==> src/rtl/irq_chain_pkg.sv <==
package irq_chain_pkg;
    // lowest vector number a stage may legally use
    localparam int VEC_MIN = 32;

    typedef enum logic [1:0] {
        PH_IDLE   = 2'd0,
        PH_FIRST  = 2'd1,
        PH_GAP    = 2'd2,
        PH_SECOND = 2'd3
    } ack_phase_e;
endpackage

==> src/rtl/irq_chain_stage.sv <==
module irq_chain_stage
    import irq_chain_pkg::*;
#(
    parameter int VW = 8
) (
    input  logic          clk,
    input  logic          rst_n,
    input  logic          req_i,
    input  logic          clr_i,
    input  logic [VW-1:0] vec_i,
    input  logic          ack_in_i,
    output logic          elig_o,
    output logic          hold_o
);
    typedef struct packed {
        logic pend;
    } stage_st_t;

    stage_st_t st_d, st_q;
    logic      vec_ok;

    always_comb begin
        st_d = st_q;
        if (req_i) st_d.pend = 1'b1;
        if (clr_i) st_d.pend = 1'b0;
    end

    always_ff @(posedge clk or negedge rst_n) begin
        if (!rst_n) st_q <= '0;
        else        st_q <= st_d;
    end

    assign vec_ok = (vec_i >= VW'(VEC_MIN));
    assign elig_o = st_q.pend & vec_ok;
    // the stage keeps the acknowledge only when it reaches it and is requesting
    assign hold_o = ack_in_i & elig_o;
endmodule

==> src/rtl/irq_chain_vecmux.sv <==
module irq_chain_vecmux #(
    parameter int N  = 4,
    parameter int VW = 8
) (
    input  logic [N-1:0]    sel_i,
    input  logic [N*VW-1:0] vec_flat_i,
    output logic [VW-1:0]   vec_o
);
    always_comb begin
        vec_o = '0;
        for (int i = 0; i < N; i++) begin
            if (sel_i[i]) vec_o = vec_o | vec_flat_i[i*VW +: VW];
        end
    end
endmodule

==> src/rtl/irq_chain_seq.sv <==
module irq_chain_seq
    import irq_chain_pkg::*;
#(
    parameter int N  = 4,
    parameter int VW = 8
) (
    input  logic          clk,
    input  logic          rst_n,
    input  logic          inta_i,
    input  logic [N-1:0]  hold_i,
    input  logic [VW-1:0] vec_sel_i,
    output logic [N-1:0]  grant_o,
    output logic          win_o,
    output logic [VW-1:0] vec_o,
    output ack_phase_e    phase_o
);
    typedef struct packed {
        ack_phase_e    ph;
        logic [N-1:0]  grant;
        logic          win;
        logic [VW-1:0] vec;
    } seq_st_t;

    seq_st_t st_d, st_q;

    always_comb begin
        st_d = st_q;
        case (st_q.ph)
            PH_IDLE: begin
                if (inta_i) begin
                    st_d.ph    = PH_FIRST;
                    st_d.grant = hold_i;
                    st_d.win   = |hold_i;
                    st_d.vec   = vec_sel_i;
                end
            end
            PH_FIRST: begin
                if (!inta_i) st_d.ph = PH_GAP;
            end
            PH_GAP: begin
                if (inta_i) st_d.ph = PH_SECOND;
            end
            PH_SECOND: begin
                if (!inta_i) begin
                    st_d.ph    = PH_IDLE;
                    st_d.grant = '0;
                    st_d.win   = 1'b0;
                    st_d.vec   = '0;
                end
            end
            default: st_d = '0;
        endcase
    end

    always_ff @(posedge clk or negedge rst_n) begin
        if (!rst_n) st_q <= '0;
        else        st_q <= st_d;
    end

    assign grant_o = st_q.grant;
    assign win_o   = st_q.win;
    assign vec_o   = st_q.vec;
    assign phase_o = st_q.ph;
endmodule

==> src/rtl/irq_chain_vec.sv <==
module irq_chain_vec
    import irq_chain_pkg::*;
#(
    parameter int N  = 4,
    parameter int VW = 8
) (
    input  logic            clk,
    input  logic            rst_n,
    input  logic [N-1:0]    req_i,
    input  logic [N-1:0]    clr_i,
    input  logic [N*VW-1:0] vec_cfg_i,
    output logic            intr_o,
    input  logic            inta_i,
    output logic [N-1:0]    grant_o,
    output logic [VW-1:0]   vec_o,
    output logic            vec_valid_o
);
    logic [N-1:0]  ack_in;
    logic [N-1:0]  elig;
    logic [N-1:0]  hold;
    logic [VW-1:0] vec_sel;
    logic [VW-1:0] vec_lat;
    logic          win;
    ack_phase_e    phase;
    logic          second;

    assign ack_in[0] = 1'b1;

    for (genvar i = 0; i < N; i++) begin : g_stage
        irq_chain_stage #(.VW(VW)) u_stage (
            .clk      (clk),
            .rst_n    (rst_n),
            .req_i    (req_i[i]),
            .clr_i    (clr_i[i]),
            .vec_i    (vec_cfg_i[i*VW +: VW]),
            .ack_in_i (ack_in[i]),
            .elig_o   (elig[i]),
            .hold_o   (hold[i])
        );
        if (i < N - 1) begin : g_pass
            assign ack_in[i+1] = ack_in[i] & ~elig[i];
        end
    end

    irq_chain_vecmux #(.N(N), .VW(VW)) u_mux (
        .sel_i      (hold),
        .vec_flat_i (vec_cfg_i),
        .vec_o      (vec_sel)
    );

    irq_chain_seq #(.N(N), .VW(VW)) u_seq (
        .clk       (clk),
        .rst_n     (rst_n),
        .inta_i    (inta_i),
        .hold_i    (hold),
        .vec_sel_i (vec_sel),
        .grant_o   (grant_o),
        .win_o     (win),
        .vec_o     (vec_lat),
        .phase_o   (phase)
    );

    assign intr_o      = |elig;
    assign second      = (phase == PH_GAP) || (phase == PH_SECOND);
    assign vec_valid_o = inta_i & win & second;
    assign vec_o       = vec_valid_o ? vec_lat : '0;
endmodule

==> config.mk <==
export PLATFORM = sky130hd
export DESIGN_NAME = irq_chain_vec
export DESIGN_NICKNAME = d
export VERILOG_FILES = /design/src/rtl/irq_chain_pkg.sv /design/src/rtl/irq_chain_stage.sv /design/src/rtl/irq_chain_vecmux.sv /design/src/rtl/irq_chain_seq.sv /design/src/rtl/irq_chain_vec.sv
export SDC_FILE = /design/constraint.sdc
export NUM_CORES = 1
export LEC_CHECK = 0
export ABC_AREA = 1
export ABC_CLOCK_PERIOD_IN_PS = 2300
export BUFFER_PORTS_ARGS = -buffer_cell sky130_fd_sc_hd__buf_2
export CAP_MARGIN = 10
export CORE_UTILIZATION = 46
export CTS_CLUSTER_SIZE = 16
export DETAILED_ROUTE_END_ITERATION = 10
export PLACE_DENSITY = 0.78
export SYNTH_ARGS = -nofsm -noshare
export SYNTH_HDL_FRONTEND = slang
export SYNTH_SLANG_ARGS = --single-unit
==> constraint.sdc <==
create_clock -name clk -period 2.3 [get_ports clk]
set_clock_uncertainty 0.2 [all_clocks]
set_input_delay 0.23 -clock clk [delete_from_list [all_inputs] [get_ports clk]]
set_output_delay 0.23 -clock clk [all_outputs]
set_load 0.01 [all_outputs]
# After elaboration in Yosys (flattened, before gate mapping)
# Index checks and enable logic that the tools add are counted.
dict set report word_totals {
  register_bits 19
}
dict set report op_classes {
  n_lt_le_gt_ge 4
  eq_ne 7
  muxes 19
  bitwise_logic 17
  n_reduce_logical 11
}
# cell n
set ops {}
lappend ops {{2-to-1 mux 8 bit} 5}
lappend ops {{>= comparator 8 x 6 -> 1 bit, second input constant} 4}
lappend ops {{2-to-1 mux 15 bit} 2}
lappend ops {{case mux 13 bit (2 select lines)} 1}
lappend ops {{bitwise OR 8 bit} 3}
lappend ops {{AND 1 bit} 11}
lappend ops {{nonzero test 2 bit} 5}
lappend ops {{2-to-1 mux 1 bit} 8}
lappend ops {{!= test 2 bit, second input constant} 4}
lappend ops {{case mux 2 bit (4 select lines)} 1}
lappend ops {{OR reduction 4 bit} 2}
lappend ops {{== test 2 bit, second input constant} 2}
lappend ops {{2-to-1 mux 2 bit} 2}
lappend ops {{AND reduction 4 bit} 1}
lappend ops {{NOT 1 bit} 3}
lappend ops {{AND reduction 3 bit} 1}
lappend ops {{== test 2 x 1 -> 1 bit, second input constant} 1}
lappend ops {{logical NOT 2 bit} 1}
lappend ops {{logical OR 1 bit} 1}

# Depth between registers and ports, before layout
dict set report logic_depth {
  ltp_word 11
  ltp_mapped 9
}

# Cells and area by module
# Synthesis repeated with hierarchy kept, for this count alone.
dict set report unflattened {
  hier_cells 223
  hier_area_um2 1372.6
}
# mod n_inst cells_per_inst area_per_inst_um2 seq_area_each_um2
set modules_own_cells {}
lappend modules_own_cells {irq_chain_seq 1 83 742.0 375.4}
lappend modules_own_cells {irq_chain_vecmux 1 76 290.3 0.0}
lappend modules_own_cells {irq_chain_stage 4 10 58.8 25.0}
lappend modules_own_cells {irq_chain_vec 1 24 105.1 0.0}

# Worst setup path before layout
# No wires, ideal clock.
dict set report synth_timing {
  path_type {register to register}
  start {register u_seq.st_q, in the netlist u_seq.phase_o[0]}
  end {register u_seq.st_q, in the netlist u_seq.vec_o[0]}
  setup_ps 125
  t_arrival_ps 1307
  slack_ps 667
  stages_incl_launch_ff 9
  n_path_buf 1
  cell_sequence {dfrtp_1 inv_1 ha_1 nand3b_1 buf_2 nand3_1 nand2_1 nor2_1 nand3_1}
}
dict set report synth_between {
  elab_chain_cells 3
}
# element line
set synth_rtl {}
lappend synth_rtl {{start: declaration} irq_chain_seq.sv:24} ;# seq_st_t st_d, st_q;
lappend synth_rtl {{start signal: assignment} irq_chain_seq.sv:57} ;# else st_q <= st_d;
lappend synth_rtl {{== test 2 bit / logical NOT 2 bit (equally long branches)} irq_chain_seq.sv:28} ;# case (st_q.ph)
lappend synth_rtl {{!= test 2 bit (no line) / nonzero test 2 bit (equally long branches)} --}
lappend synth_rtl {{AND reduction 3 bit (no line)} --}
# Several ways; a longest one is shown, not always the timed one.
# A chain may end at the register's enable or synchronous reset.

# Final worst setup path
dict set report layout_timing {
  start {input vec_cfg_i[14]}
  end {output intr_o}
}
dict set report layout_between {
  elab_chain_cells 3
}
# element line
set layout_rtl {}
lappend layout_rtl {{start: declaration} irq_chain_vec.sv:11} ;# input logic [N*VW-1:0] vec_cfg_i,
lappend layout_rtl {{>= comparator 8 x 6 -> 1 bit} irq_chain_stage.sv:33} ;# assign vec_ok = (vec_i >= VW'(VEC_MIN));
lappend layout_rtl {{AND 1 bit} irq_chain_stage.sv:34} ;# assign elig_o = st_q.pend & vec_ok;
lappend layout_rtl {{OR reduction 4 bit} irq_chain_vec.sv:63} ;# assign intr_o = |elig;
lappend layout_rtl {{end: declaration} irq_chain_vec.sv:12} ;# output logic intr_o,
# Every way passes these cells.

==> summary.txt <==
XOR/XNOR Fraction of Synth Area -> 0%
share of cells above drive strength 1 -> 26.77%
Routed Antenna Nets -> 0
Worst Setup SP -> vec_cfg_i[14]
outcome -> finished, final reports clean
worst path arrival time -> 1.73 ns
Cell Rows -> 18
required time of the worst setup path -> 1.87 ns
Min-Delay Path Class -> input pin to flip-flop
r2r startpoint -> u_seq.phase_o[0]
Longest Clk Path Bufs -> 2
commonest non-fill, non-tap cell in the layout -> buf_2
unrepaired setup endpoints after global routing -> no
period utilization -> 94.11%
GRT overflow -> 0
most frequent CP cell -> nand2_1
Layout Nets -> 316
post-CTS setup buffer count -> 0
total number of vias -> 1511
compound-cell area share of the yosys netlist -> 1.976%
post-layout min period -> 2.165 ns
FILL cells -> 230
core box area -> 2545 um^2
Worst R2R Setup Slack -> 0.28 ns
Tightest Pin Transition -> 0.5513 ns
CP Max Fanout -> 10
Skew-Pair Late Insertion Delay -> 0.31 ns
Area growth syn-to-layout -> 44.86%
starting density of the core -> 49.75%
#FFs+latches synth -> 19
Sum Neg Setup Slack -> 0 ns
Syn Inst Count -> 187
initial antenna violation count -> 0
Avg Vias per Cell -> 5.054
Mean Syn Cell Area -> 6.771 um^2
mux contribution to synthesized area -> 0%
Detail Placement HPWL -> 2.334 mm
post-CTS sizing -> 0
Final Hold Viols -> 0
fmax -> 462.0 MHz
Synth Area in Adders -> 2.964%
Slowest-stage cell, CP -> dlygate4sd3_1
Ys Warns -> 0
Startpoint Class -> input pin
Placer Congestion -> 0.8550
Netlist cell types -> 18
Worst VDD drop -> 0.0004866 V
input/output buffers -> 56
fin util -> 72.07%
Ports -> 57
sequential area share after synthesis -> 37.55%
CP Cell Sequence -> dlygate4sd3_1, buf_2, nor2_1, nand2_1, nand2_1, nand2_1, nor2_4, nand2_1, buf_2
Pleak -> 1.033 nW
Routed Wire Length -> 3.768 mm
# setup viols final -> 0
worst hold margin -> 0.0002156 ns
full die area -> 2966 um^2
largest net degree at the start of global routing -> 25
Simple-Gate Fraction of Synth Area -> 45.36%
total track usage -> 28.55%
vias in the first global route -> 1389
TritonCTS clock tree -> yes
endpoint class of the critical path -> primary output
die width -> 54.47 um
Rel. slew slack -> 63.14%
CTS buffer count -> 3
Inserted Diodes -> 0
largest family of logic cells by synthesized area -> simple AND/OR/NAND/NOR gates
first-pass GRT wire length -> 6.030 mm
H-Tree Level Count -> 1
Mapped Area -> 1266 um^2
total clock sinks -> 19
pwr dens -> 722.8 nW/um^2
CTS root buf -> clkbuf_4
Slew Viols, Final -> 0
Synth Net Count -> 233
DRC Markers -> 0
hold path startpoint -> vec_cfg_i[15]
most frequent cells in the layout -> buf_2, nand3_1, nand2_1, nor2_1, inv_1
Avg WL per Cell -> 12.60 um
height of the die -> 54.47 um
TritonRoute pass-1 iters -> 5
Worst-path clk slew -> 0.10 ns
Design Power -> 1.326 mW
CP Class -> input pin to primary output
Max Cap Viol -> 0
CP max stage delay -> 0.53 ns
Starting DRT DRC Count -> 57
-- final timing paths --
check,cells past startpoint,end
max in group asynchronous,2,u_seq.win_o
worst min register to register,2,u_seq.grant_o[1]
worst max register to register,7,u_seq.vec_o[0]
worst max-delay path,9,intr_o
worst min-delay path,3,u_seq.vec_o[7]
min in group asynchronous,2,u_seq.grant_o[2]
-- where the power goes --
group          leakage [nW]  switching, mW  internal, mW
combinational         0.769          0.362         0.257
clock                0.0177          0.113        0.0651
sequential            0.246         0.0771         0.451
total                  1.03          0.552         0.774
-- cell families (layout without fill, tap and decap cells) --
| group | Yosys count | count (layout) |
|---|---|---|
| compound gates | 5 | 5 |
| flops | 19 | 19 |
| simple gates | 124 | 124 |
| fa+ha+maj | 3 | 3 |
| buf+inv | 36 | 118 |
-- metal layers --
metal | global-route usage, % | wire length (um) | share of wire (%)
met1 | 33.74 | 1422 | 38
met2 | 50.81 | 1940 | 51
met3 | 5.278 | 315 | 8.4
met4 | 10.68 | 89 | 2.4
met5 | 0 | 0 | 0
-- worst max-delay path, delay by kind of cell --
family | cells | cell delay, ns
AND/OR/NAND/NOR | 6 | 0.69
buffers and inverters | 3 | 0.82
-- registers in the layout, indices dropped and copies added (netlist names) --
signal                flops
g_stage.u_stage.st_q      4
u_seq.win_o               1
u_seq.phase_o             2
u_seq.vec_o               8
u_seq.grant_o             4
-- synthesized netlist by cell type (all sizes together) --
| master | n | area share (%) |
|---|---|---|
| buf | 3 | 2.2 |
| nand3 | 38 | 15 |
| o21ai | 3 | 1.2 |
| clkinv | 1 | 0.30 |
| nand4 | 3 | 1.5 |
| inv | 32 | 9.7 |
| nand3b | 1 | 0.59 |
| nand2 | 37 | 12 |
| a21oi | 2 | 0.79 |
| dfrtp | 19 | 38 |
| ha | 3 | 3.0 |
| nor2 | 45 | 17 |
-- final cells by class --
class	instances	area [um^2]	area share, %
inverter	33	126.4	6.889
multi-input combinational	132	636.9	34.72
clock buffer	3	22.52	1.228
tap	30	37.54	2.046
clock inverter	1	5.005	0.2729
sequential	19	475.5	25.92
timing repair buffer	81	530.5	28.92
-- metrics by stage --
stage | setup WS [ns] | instances | cell area (um^2)
after global routing | 0.003103 | 299 | 1834
after detailed placement | 0.2816 | 270 | 1556
final | 0.1354 | 299 | 1834
after CTS | 0.1345 | 299 | 1834
after floorplan | 0.6672 | 187 | 1266
after global placement | 0.4100 | 270 | 1556
-- repair_timing --
action	in CTS	in global routing
hold buffers	25	0
endpoints found under the setup margin	0	0
hold endpoints to repair	31	0
(Power assumes the default switching activity.)
